## src/rtl/da2_pkg.sv

```systemverilog
package da2_pkg;

    typedef enum logic [1:0] {
        ST_IDLE = 2'd0,
        ST_RUN  = 2'd1,
        ST_FIN  = 2'd2
    } da2_state_e;

    // Subset sum of the four coefficients chosen by a 4-bit row address.
    function automatic int da2_partial(input logic [3:0] sel,
                                       input int c0, input int c1,
                                       input int c2, input int c3);
        int acc;
        acc = 0;
        if (sel[0]) acc = acc + c0;
        if (sel[1]) acc = acc + c1;
        if (sel[2]) acc = acc + c2;
        if (sel[3]) acc = acc + c3;
        return acc;
    endfunction

    // Constant removed after the loop: per-entry bias on every step, plus the
    // inverted sign row (all-ones minus bias) standing in for the negated one.
    function automatic longint unsigned da2_comp(input int unsigned n_bits,
                                                 input int unsigned tw,
                                                 input int unsigned cw);
        longint unsigned steps, p, q, b, top;
        steps = longint'(n_bits / 2);
        p     = 64'd1 << (2 * steps);
        q     = p >> 2;
        b     = 64'd1 << (cw + 1);
        top   = (64'd1 << tw) - 64'd1 - b;
        return (b * (p - 64'd1)) / 64'd3 + (64'd2 * b * (q - 64'd1)) / 64'd3
               + 64'd2 * top * q;
    endfunction

endpackage

```

## src/rtl/da2_table.sv

```systemverilog
module da2_table
    import da2_pkg::*;
#(
    parameter int CW = 8,
    parameter int TW = CW + 2,
    parameter int C0 = 1,
    parameter int C1 = 1,
    parameter int C2 = 1,
    parameter int C3 = 1
) (
    input  logic [3:0]    sel,
    input  logic          flip,
    output logic [TW-1:0] val
);
    localparam int BIAS = 1 << (CW + 1);

    logic [TW-1:0] rom [16];

    generate
        for (genvar a = 0; a < 16; a++) begin : g_ent
            localparam int ENTRY = da2_partial(4'(a), C0, C1, C2, C3) + BIAS;
            assign rom[a] = TW'(ENTRY);
        end
    endgenerate

    assign val = flip ? ~rom[sel] : rom[sel];

endmodule

```

## src/rtl/da2_csa_acc.sv

```systemverilog
module da2_csa_acc #(
    parameter int TW = 10,
    parameter int AW = TW + 3
) (
    input  logic          clk,
    input  logic          rst,
    input  logic          clear,
    input  logic          step,
    input  logic [TW-1:0] even_v,
    input  logic [TW-1:0] odd_v,
    output logic [1:0]    emit,
    output logic [AW-1:0] sum_q,
    output logic [AW-1:0] car_q,
    output logic          hold_q
);
    logic [AW-1:0] op_e, op_o, s1, m1, c1, s2, m2, c2;
    logic [2:0]    low;

    // Two 3:2 compressor rows per cell; no carry crosses a cell here.
    always_comb begin
        op_e = AW'(even_v);
        op_o = AW'({odd_v, 1'b0});
        s1   = sum_q ^ car_q ^ op_e;
        m1   = (sum_q & car_q) | (sum_q & op_e) | (car_q & op_e);
        c1   = (m1 << 1) | AW'(hold_q);
        s2   = s1 ^ c1 ^ op_o;
        m2   = (s1 & c1) | (s1 & op_o) | (c1 & op_o);
        c2   = m2 << 1;
        low  = {1'b0, s2[1:0]} + {1'b0, c2[1:0]};
        emit = low[1:0];
    end

    always_ff @(posedge clk) begin
        if (rst || clear) begin
            sum_q  <= '0;
            car_q  <= '0;
            hold_q <= 1'b0;
        end else if (step) begin
            sum_q  <= s2 >> 2;
            car_q  <= c2 >> 2;
            hold_q <= low[2];
        end
    end

    localparam logic [AW+1:0] LIM = (AW+2)'(1) << (TW + 1);

    // stored residue stays inside the headroom so no top carry is lost.
    p_acc_bound_r1: assert property (@(posedge clk) disable iff (rst)
        (({2'b0, sum_q} + {2'b0, car_q} + (AW+2)'(hold_q)) < LIM));

endmodule

```

## src/rtl/da2_mac.sv

```systemverilog
module da2_mac
    import da2_pkg::*;
#(
    parameter int N_BITS = 12,
    parameter int CW     = 8,
    parameter int C0     = 57,
    parameter int C1     = -128,
    parameter int C2     = 127,
    parameter int C3     = -3
) (
    input  logic                   clk,
    input  logic                   rst,
    input  logic                   start,
    input  logic [N_BITS-1:0]      x0_in,
    input  logic [N_BITS-1:0]      x1_in,
    input  logic [N_BITS-1:0]      x2_in,
    input  logic [N_BITS-1:0]      x3_in,
    output logic                   done,
    output logic [N_BITS+CW+1:0]   result
);
    localparam int STEPS = N_BITS / 2;
    localparam int CNT_W = $clog2(STEPS);
    localparam int TW    = CW + 2;
    localparam int AW    = TW + 3;
    localparam int RW    = N_BITS + CW + 2;
    localparam int VW    = N_BITS + AW + 1;
    localparam logic [VW-1:0] K_COMP =
        VW'(da2_comp(N_BITS, TW, CW));

    da2_state_e             state;
    logic [CNT_W-1:0]       cnt;
    logic [3:0][N_BITS-1:0] xr;
    logic [N_BITS-1:0]      lo;
    logic [3:0]             sel_ev, sel_od;
    logic [TW-1:0]          tab_v [2];
    logic                   last;
    logic [1:0]             emit;
    logic [AW-1:0]          sum_q, car_q;
    logic                   hold_q;
    logic [AW:0]            hi;
    logic [VW-1:0]          full;

    assign last = (cnt == CNT_W'(STEPS - 1));

    generate
        for (genvar k = 0; k < 4; k++) begin : g_lane
            assign sel_ev[k] = xr[k][0];
            assign sel_od[k] = xr[k][1];
        end
        for (genvar t = 0; t < 2; t++) begin : g_tab
            da2_table #(.CW(CW), .TW(TW), .C0(C0), .C1(C1), .C2(C2), .C3(C3)) u_tab (
                .sel  ((t == 0) ? sel_ev : sel_od),
                .flip ((t == 1) ? last : 1'b0),
                .val  (tab_v[t])
            );
        end
    endgenerate

    da2_csa_acc #(.TW(TW), .AW(AW)) u_acc (
        .clk    (clk),
        .rst    (rst),
        .clear  (state == ST_IDLE && start),
        .step   (state == ST_RUN),
        .even_v (tab_v[0]),
        .odd_v  (tab_v[1]),
        .emit   (emit),
        .sum_q  (sum_q),
        .car_q  (car_q),
        .hold_q (hold_q)
    );

    // Final resolution: one pass over the residue, one pass removing the constant.
    always_comb begin
        hi   = {1'b0, sum_q} + {1'b0, car_q} + (AW+1)'(hold_q);
        full = {hi, lo};
    end

    always_ff @(posedge clk) begin
        if (rst) begin
            state  <= ST_IDLE;
            cnt    <= '0;
            xr     <= '0;
            lo     <= '0;
            done   <= 1'b0;
            result <= '0;
        end else begin
            done <= 1'b0;
            case (state)
                ST_IDLE: if (start) begin
                    xr    <= {x3_in, x2_in, x1_in, x0_in};
                    cnt   <= '0;
                    state <= ST_RUN;
                end
                ST_RUN: begin
                    for (int k = 0; k < 4; k++) xr[k] <= xr[k] >> 2;
                    lo  <= {emit, lo[N_BITS-1:2]};
                    cnt <= cnt + 1'b1;
                    if (last) state <= ST_FIN;
                end
                ST_FIN: begin
                    result <= RW'(full - K_COMP);
                    done   <= 1'b1;
                    state  <= ST_IDLE;
                end
                default: state <= ST_IDLE;
            endcase
        end
    end

    p_done_pulse_r2: assert property (@(posedge clk) disable iff (rst)
        done |=> !done);
    p_done_after_fin_r2: assert property (@(posedge clk) disable iff (rst)
        done |-> $past(state == ST_FIN));
    p_cnt_range_r9: assert property (@(posedge clk) disable iff (rst)
        (state == ST_RUN) |-> (cnt < CNT_W'(STEPS)));
    p_busy_ignores_start_r4: assert property (@(posedge clk) disable iff (rst)
        (state == ST_RUN && start) |=> (state != ST_IDLE));
    p_result_hold_r5: assert property (@(posedge clk) disable iff (rst)
        !done |-> $stable(result));

endmodule

```

## config.mk

```make
export PLATFORM = sky130hd
export DESIGN_NAME = da2_mac
export DESIGN_NICKNAME = d
export VERILOG_FILES = /design/src/rtl/da2_pkg.sv /design/src/rtl/da2_table.sv /design/src/rtl/da2_csa_acc.sv /design/src/rtl/da2_mac.sv
export SDC_FILE = /design/constraint.sdc
export NUM_CORES = 1
export LEC_CHECK = 0
export ABC_CLOCK_PERIOD_IN_PS = 7850
export BUFFER_PORTS_ARGS = -buffer_cell sky130_fd_sc_hd__buf_2
export CAP_MARGIN = 10
export CORE_ASPECT_RATIO = 2
export CORE_MARGIN = 2
export CORE_UTILIZATION = 45
export DETAILED_ROUTE_END_ITERATION = 12
export PLACE_DENSITY = 0.73
export SLEW_MARGIN = 20
export SYNTH_ARGS = -nofsm -noshare
export SYNTH_HDL_FRONTEND = slang
export SYNTH_SLANG_ARGS = --single-unit
```

## constraint.sdc

```tcl
create_clock -name clk -period 7.85 [get_ports clk]
set_input_delay 0 -clock clk [delete_from_list [all_inputs] [get_ports clk]]
set_output_delay 0 -clock clk [all_outputs]
set_load 0.02 [all_outputs]
```

==> flow_summary.toml, run 1 <==
[status]
outcome = "complete, no violations"

[logic_synthesis]
synthTopCellsByCount = "sky130_fd_sc_hd__nand2_1 (177), sky130_fd_sc_hd__dfxtp_1 (108), sky130_fd_sc_hd__nor2_1 (69)"
postSynthRegisterBits = 108
yosys.area.top_type_share = 0.385
syn_inst = 691
synth_sequential_area_ratio = 0.385
ys_warn_count = 0
number_of_enable_type_register_cells_in_the_synthesized_netlist = 0
yosysMostFrequentCell = "sky130_fd_sc_hd__nand2_1"
post_synth_instance_area_um2 = 5620
yosys_most_used_dff = "sky130_fd_sc_hd__dfxtp_1"
synthDominantAreaCellType = "sky130_fd_sc_hd__dfxtp_1"
ys_async_sr_fraction = 0
ys_top_cells_by_area = "sky130_fd_sc_hd__dfxtp_1 (38%), sky130_fd_sc_hd__nand2_1 (12%), sky130_fd_sc_hd__fa_1 (7.1%)"
syn-num-nets = 793
syn_area_per_cell_um2 = 8.13
synth_cell_types = 44

[clock_network]
clock_root_cell = "sky130_fd_sc_hd__clkbuf_16"
clkLatencyLatePin_ns = 0.35
post_cts_resize_count = 0
cts_buffer_depth = 2
ctsHtreeMaxLevel = 3
cts_tree = "done"
cts_inserted_buffers = 9
cts.sink_count = 108
clkTransAtPathRegs_ns = 0.08

[die]
starting_utilization_of_the_core_area = 0.461
die_h_um = 162
ios = 74
area_enclosed_by_the_die_boundary_um2 = 13500
design.core.area_um2 = 12200
placementRows = 57
die_w_um = 83.0

[place]
port-buffer-count = 73
hpwl_um = 8620
gp_routability_congestion = 0.838
postPlaceCellArea_um2 = 6040

[detailed_routing]
drt-wirelength-per-cell_um = 13.9
first_iter_violations = 175
detail_route.first_pass.iterations = 7
detail_route.drc_violations = 0
num_vias = 5003
vias_per_cell = 5.37
postRouteAntennaNets = 0
postRouteWirelength_um = 13000

[layout]
diode_insertion_count_for_antenna_repair = 0
layout-drive-gt1-share = 0.130
postLayoutCoreUtil = 0.559
fin_nets = 882
filler_cell_count = 1068
area_growth_pct = 21.3
final_design_area_no_fill_um2 = 6820

[sta]
final_hold_viols = 0
worst-slew-pin-transition_ns = 0.929
setup-tns-final_ns = 0
final_max_slew_viol_count = 0
final.min_clock_period_ns = 2.81
achievable-frequency_ghz = 0.356
timing.final.setup_violations = 0
grt_setup_unrepaired = "no"
worst_clock_skew_ns = 0.00942
layout_worst_path_cycle_share = 0.357
maxSlewHeadroom = 0.381

[grt]
first_pass_grt_wire_length_um = 22100
global_route.overflow_total = 0
grt_usage = 0.195
via_count_of_the_first_global_routing_pass = 4914
grt_max_degree = 94
grt_antenna_before_repair = 0

[pwr]
ir_drop_mv = 0.237
static-leakage-power_uw = 0.00278
sequentialPowerShare = 0.461
p_switching_uw = 403
share_clk_of_total_power = 0.346
power.share.combinational = 0.193
power.switching_fraction = 0.306
cell_internal_pwr_uw = 915
cellPowerDensity_nw_per_um2 = 193

[setup_path]
r2r_setup_slack_ns = 5.04
crit_path_kind = "reg -> reg"
worst_ep_arrival_ns = 3.05
crit_path_start_kind = "flip-flop"
cp_max_fo = 3
timing.critical_path.to_type = "flip-flop"
worst_ep_required_time_ns = 8.10

[job]
max_cap_viol_count = 0

[hold_path]
timing.hold.worst.class = "in -> reg"
final timing paths:
path,startpoint,end,cells past startpoint
hold / removal,rst,result[14],3
setup reg to reg,u_acc.sum_q[0],result[20],9
setup / recovery,u_acc.sum_q[0],result[20],9
hold reg to reg,lo[0],result[0],2
metrics by stage:
step | std cells | worst slack (ns) | hold slack [ns] | power, uW
after floorplan | 691 | 5.23 | 0.136 | 792
after global placement | 868 | 5.12 | 0.244 | 842
after detailed placement | 868 | 5.07 | 0.247 | 854
after CTS | 932 | 5.06 | 0.362 | 1320
after global routing | 932 | 4.90 | 0.411 | 1390
final | 932 | 5.04 | 0.359 | 1320
power by group through the flow:
stage	Clock, uW	Combinational, uW	Sequential, uW
floorplan	0	182	610
global placement	0	224	618
detailed placement	0	234	620
CTS	462	254	607
global route	483	290	613
finish	456	255	608
critical path, cell delays in order, from the launching register on:
cell,delay [ns]
sky130_fd_sc_hd__dfxtp_1,0.35
sky130_fd_sc_hd__fa_1,0.46
sky130_fd_sc_hd__fa_1,0.43
sky130_fd_sc_hd__a21o_1,0.22
sky130_fd_sc_hd__a21oi_1,0.18
sky130_fd_sc_hd__xnor2_1,0.20
sky130_fd_sc_hd__and3_1,0.23
sky130_fd_sc_hd__nand3_1,0.10
sky130_fd_sc_hd__or3_1,0.32
sky130_fd_sc_hd__a31o_1,0.21
layout by cell type (no fill, tap or decap), drive strengths merged, types with 2 or more instances in the layout:
master       Yosys  final
and2             2      2
ha              31     31
nor3             6      6
buf              5     79
dfxtp          108    108
clkinv           0      3
nand3b           4      4
nand2b           6      6
nand3           13     13
clkbuf          44      9
a311oi          40     40
inv             21     25
nor4b            2      2
a21o             7      7
dlygate4sd3      0     48
nand2          177    177
nor2            69     69
xor2             9      9
and3             2      2
a31oi            3      3
o21ai            9      9
fa              20     20
xnor2           13     13
a211oi          13     13
a21oi           67     67
nor2b            4      4
sequential cells by signal (all words and copies together), names as in the netlist:
name and flops:
xr 40, result 22, lo 12, u_acc.car_q 10, u_acc.sum_q 9, sel_ev 4
sel_od 4, cnt 3, state 2, done 1, u_acc.hold_q 1
per-layer routing:
layer,GRT usage,wire (um)
met2,0.369,7150
met1,0.213,4940
met5,0,0
met3,0.0295,444
met4,0.0827,425
cell type report:
type / count / area (um^2) / share of cell area
flip-flops and latches: 108 / 2160 / 0.317
clock buffers: 9 / 225 / 0.0330
clock inverters: 7 / 73.8 / 0.0108
multi-input cells: 513 / 3200 / 0.470
well taps: 147 / 184 / 0.0270
repair buffers: 127 / 891 / 0.131
inverters: 21 / 78.8 / 0.0116
kinds of logic after synthesis:
| group | count (synthesis) | share of synthesized area |
|---|---|---|
| DFF | 108 | 0.385 |
| xor gates and xnor gates | 22 | 0.0343 |
| buffers and inverters | 70 | 0.0470 |
| adders and majority gates | 51 | 0.140 |
| AOI/OAI and AO/OA | 144 | 0.172 |
| and+or+nand+nor | 294 | 0.218 |
| muxes | 2 | 0.00379 |
repair_timing:
| item | in CTS | in global routing |
|---|---|---|
| setup endpoints to repair | 0 | 0 |
| hold endpoints to repair | 48 | 0 |
| hold buffers | 48 | 0 |
| setup buffers | 0 | 0 |
No activity file was read; power rests on OpenSTA's default activity.
==> inputs of run 2 (changes only) <==
--- a/config.mk
+++ b/config.mk
@@ -5,14 +5,15 @@
 export SDC_FILE = /design/constraint.sdc
 export NUM_CORES = 1
 export LEC_CHECK = 0
-export ABC_CLOCK_PERIOD_IN_PS = 7850
+export ABC_AREA = 1
+export ABC_CLOCK_PERIOD_IN_PS = 2400
 export BUFFER_PORTS_ARGS = -buffer_cell sky130_fd_sc_hd__buf_2
 export CAP_MARGIN = 10
 export CORE_ASPECT_RATIO = 2
 export CORE_MARGIN = 2
 export CORE_UTILIZATION = 45
 export DETAILED_ROUTE_END_ITERATION = 12
-export PLACE_DENSITY = 0.73
+export PLACE_DENSITY = 0.75
 export SLEW_MARGIN = 20
 export SYNTH_ARGS = -nofsm -noshare
 export SYNTH_HDL_FRONTEND = slang
==> constraint.sdc (replaced) <==
create_clock -name clk -period 2.4 [get_ports clk]
set_input_delay 0 -clock clk [delete_from_list [all_inputs] [get_ports clk]]
set_output_delay 0 -clock clk [all_outputs]
set_load 0.02 [all_outputs]
==> flow_summary.toml, run 2 <==
[status]
outcome = "finished with violations"
violations = "setup timing"

[sta]
final_max_slew_viol_count = 0
grt_setup_unrepaired = "yes"
maxSlewHeadroom = 0.611
timing.final.setup_violations = 2
worst_clock_skew_ns = 0.00477
achievable-frequency_ghz = 0.406
layout_worst_path_cycle_share = 1.03
final_hold_viols = 0
layout_setup_ws_ns = -0.0650
final.min_clock_period_ns = 2.46
worst-slew-pin-transition_ns = 0.583
setup-tns-final_ns = -0.0805

[setup_path]
cp_max_fo = 3
crit_path_kind = "reg -> reg"
cells_along_the_critical_path = "inv_2 -> ha_4 -> nor2_4 -> buf_4 -> buf_4 -> buf_4 -> buf_4 -> inv_1 -> fa_1 -> fa_1 -> nand2_1 -> a21oi_1"
crit_path_start_kind = "flip-flop"
cp_common_cell = "sky130_fd_sc_hd__buf_4"
worst_ep_required_time_ns = 2.68
timing.critical_path.slowest_cell_delay_ns = 0.56
cell_with_the_largest_stage_delay_on_the_worst_path = "sky130_fd_sc_hd__fa_1"
timing.critical_path.to_type = "flip-flop"
worst_ep_arrival_ns = 2.75

[logic_synthesis]
synth_cell_types = 36
yosys_most_used_dff = "sky130_fd_sc_hd__dfxtp_1"
yosysMostFrequentCell = "sky130_fd_sc_hd__nand2_1"
ys_top_cells_by_area = "sky130_fd_sc_hd__dfxtp_1 (37%), sky130_fd_sc_hd__nand2_1 (12%), sky130_fd_sc_hd__fa_1 (6.9%)"
syn-num-nets = 870
number_of_enable_type_register_cells_in_the_synthesized_netlist = 0
post_synth_instance_area_um2 = 5770
syn_inst = 768
synthTopCellsByCount = "sky130_fd_sc_hd__nand2_1 (189), sky130_fd_sc_hd__dfxtp_1 (108), sky130_fd_sc_hd__o21ai_0 (75)"
ys_async_sr_fraction = 0
ys_warn_count = 0
synth_sequential_area_ratio = 0.374
postSynthRegisterBits = 108
synthDominantAreaCellType = "sky130_fd_sc_hd__dfxtp_1"
yosys.area.top_type_share = 0.374
syn_area_per_cell_um2 = 7.52

[layout]
reg.largest.list = "xr: 40 flops, result: 22 flops, lo: 12 flops"
final_design_area_no_fill_um2 = 7310
layout.cells.most_common = "sky130_fd_sc_hd__nand2_1"
diode_insertion_count_for_antenna_repair = 0
layout-drive-gt1-share = 0.192
fin_nets = 993
max_flop_register = "xr"
area_growth_pct = 26.6
layout.cells.most_common_list = "sky130_fd_sc_hd__nand2_1 (189), sky130_fd_sc_hd__dfxtp_1 (104), sky130_fd_sc_hd__o21ai_0 (73), sky130_fd_sc_hd__buf_2 (73), sky130_fd_sc_hd__nor2_1 (64)"
max_reg_flops = 40
ff_latch_area_um2 = 2170
multiInputGateArea_um2 = 3230
filler_cell_count = 1125

[die]
ios = 74
starting_utilization_of_the_core_area = 0.460
die_h_um = 164
area_enclosed_by_the_die_boundary_um2 = 13800
placementRows = 58
design.core.area_um2 = 12600
die_w_um = 84.1

[grt]
grt_busiest_layer = "met2"
grt_usage = 0.213
first_pass_grt_wire_length_um = 23800
use_met1 = 0.222
via_count_of_the_first_global_routing_pass = 5266
grt_util_met3 = 0.0337
global_route.overflow_total = 0
globalRouteMet2Util = 0.401
grt_antenna_before_repair = 0
grt_max_degree = 52

[clock_network]
clkLatencyLatePin_ns = 0.35
cts.sink_count = 108
clock_root_cell = "sky130_fd_sc_hd__clkbuf_16"
ctsHtreeMaxLevel = 3
cts_tree = "done"
clkTransAtPathRegs_ns = 0.07
cts_inserted_buffers = 9
cts_buffer_depth = 2

[place]
postPlaceCellArea_um2 = 6380
hpwl_um = 9280
gp_routability_congestion = 0.891
port-buffer-count = 73

[detailed_routing]
detail_route.first_pass.iterations = 7
postRouteWirelength_um = 14400
drt-wirelength-per-cell_um = 13.8
detail_route.drc_violations = 0
vias_per_cell = 5.16
num_vias = 5395
postRouteAntennaNets = 0
first_iter_violations = 365

[pwr]
static-leakage-power_uw = 0.00336
sequentialPowerShare = 0.427
cell_internal_pwr_uw = 3300
p_switching_uw = 1410
share_clk_of_total_power = 0.351
power.share.combinational = 0.223
power.switching_fraction = 0.299
ir_drop_mv = 0.461
cellPowerDensity_nw_per_um2 = 643
total_power_uw = 4700

[hold_path]
timing.hold.worst.class = "in -> reg"

[job]
max_cap_viol_count = 0
[run 2: changes by cell type after synthesis, sizes merged, moves of 11 or more]
cell / change
a31oi: +38
a311oi: -40
a211oi: -13
a21oi: -21
inv: +54
o21ai: +75
nand3: +11
nand2: +19
clkbuf: -18
[run 2: power groups by stage]
| stage | Sequential [uW] | Clock [uW] | Combinational, uW |
|---|---|---|---|
| 3_5_place_dp | 2040 | 0 | 916 |
| 3_3_place_gp | 2040 | 0 | 889 |
| 4_1_cts | 2000 | 1670 | 1000 |
| 5_1_grt | 2020 | 1730 | 1190 |
| 2_1_floorplan | 2020 | 0 | 659 |
| 6_report | 2010 | 1650 | 1050 |
[run 2: routing by layer]
| layer | part of all wire | up-vias |
|---|---|---|
| met5 | 0 | - |
| met4 | 0.040 | 0 |
| met3 | 0.034 | 39 |
| met2 | 0.55 | 140 |
| met1 | 0.37 | 2482 |
| li1 | - | 2734 |
[run 2: area by class of cell]
type / count / share of cell area
clock buffers: 9 / 0.0308
multi-input cells: 544 / 0.442
well taps: 150 / 0.0257
repair buffers: 152 / 0.151
flip-flops and latches: 108 / 0.297
clock inverters: 7 / 0.0152
inverters: 76 / 0.0390
[run 2: what timing repair did]
action,CTS,global route
pin swaps,5,7
resized for setup,5,17
endpoints found under the setup margin,1,10
endpoints found under the hold margin,48,0
hold buffers,48,0
buffers inserted,4,2
gates cloned,0,0
[run 2: worst paths after layout]
kind	start	end	slack, ns	cells after the start
setup / recovery	sel_ev[0]	u_acc.sum_q[0]	-0.06	12
hold / removal	x2_in[0]	sel_ev[2]	0.02	3
setup reg to reg	sel_ev[0]	u_acc.sum_q[0]	-0.06	12
hold reg to reg	xr[10]	xr[10]	0.46	2
[run 2: through the flow]
step | hold WS [ns] | utilization | worst slack, ns | cells
2_1_floorplan | 0.148 | - | 0.00613 | 768
4_1_cts | 0.00919 | 0.576 | -0.0232 | 1044
3_5_place_dp | 0.260 | 0.508 | -0.0832 | 976
3_3_place_gp | 0.253 | 0.508 | -0.0125 | 976
6_report | 0.0228 | 0.582 | -0.0650 | 1046
5_1_grt | 0.00760 | 0.582 | -0.167 | 1046
[run 2: cells by family after synthesis]
group,count (synthesis),share of synthesized area
AO/OA/AOI/OAI,178,0.168
adder cells (fa/ha/maj),51,0.137
AND/OR/NAND/NOR,301,0.220
buffers and inverters,116,0.0795
XOR/XNOR,14,0.0212
flip-flops,108,0.374
[run 2: worst max-delay path, delay by kind of cell (launching register included)]
kind / cells / cell delay [ns]
fa+ha+maj: 3 / 1.17
buf+inv: 6 / 0.66
flops: 1 / 0.34
compound gates: 1 / 0.15
simple gates: 2 / 0.09
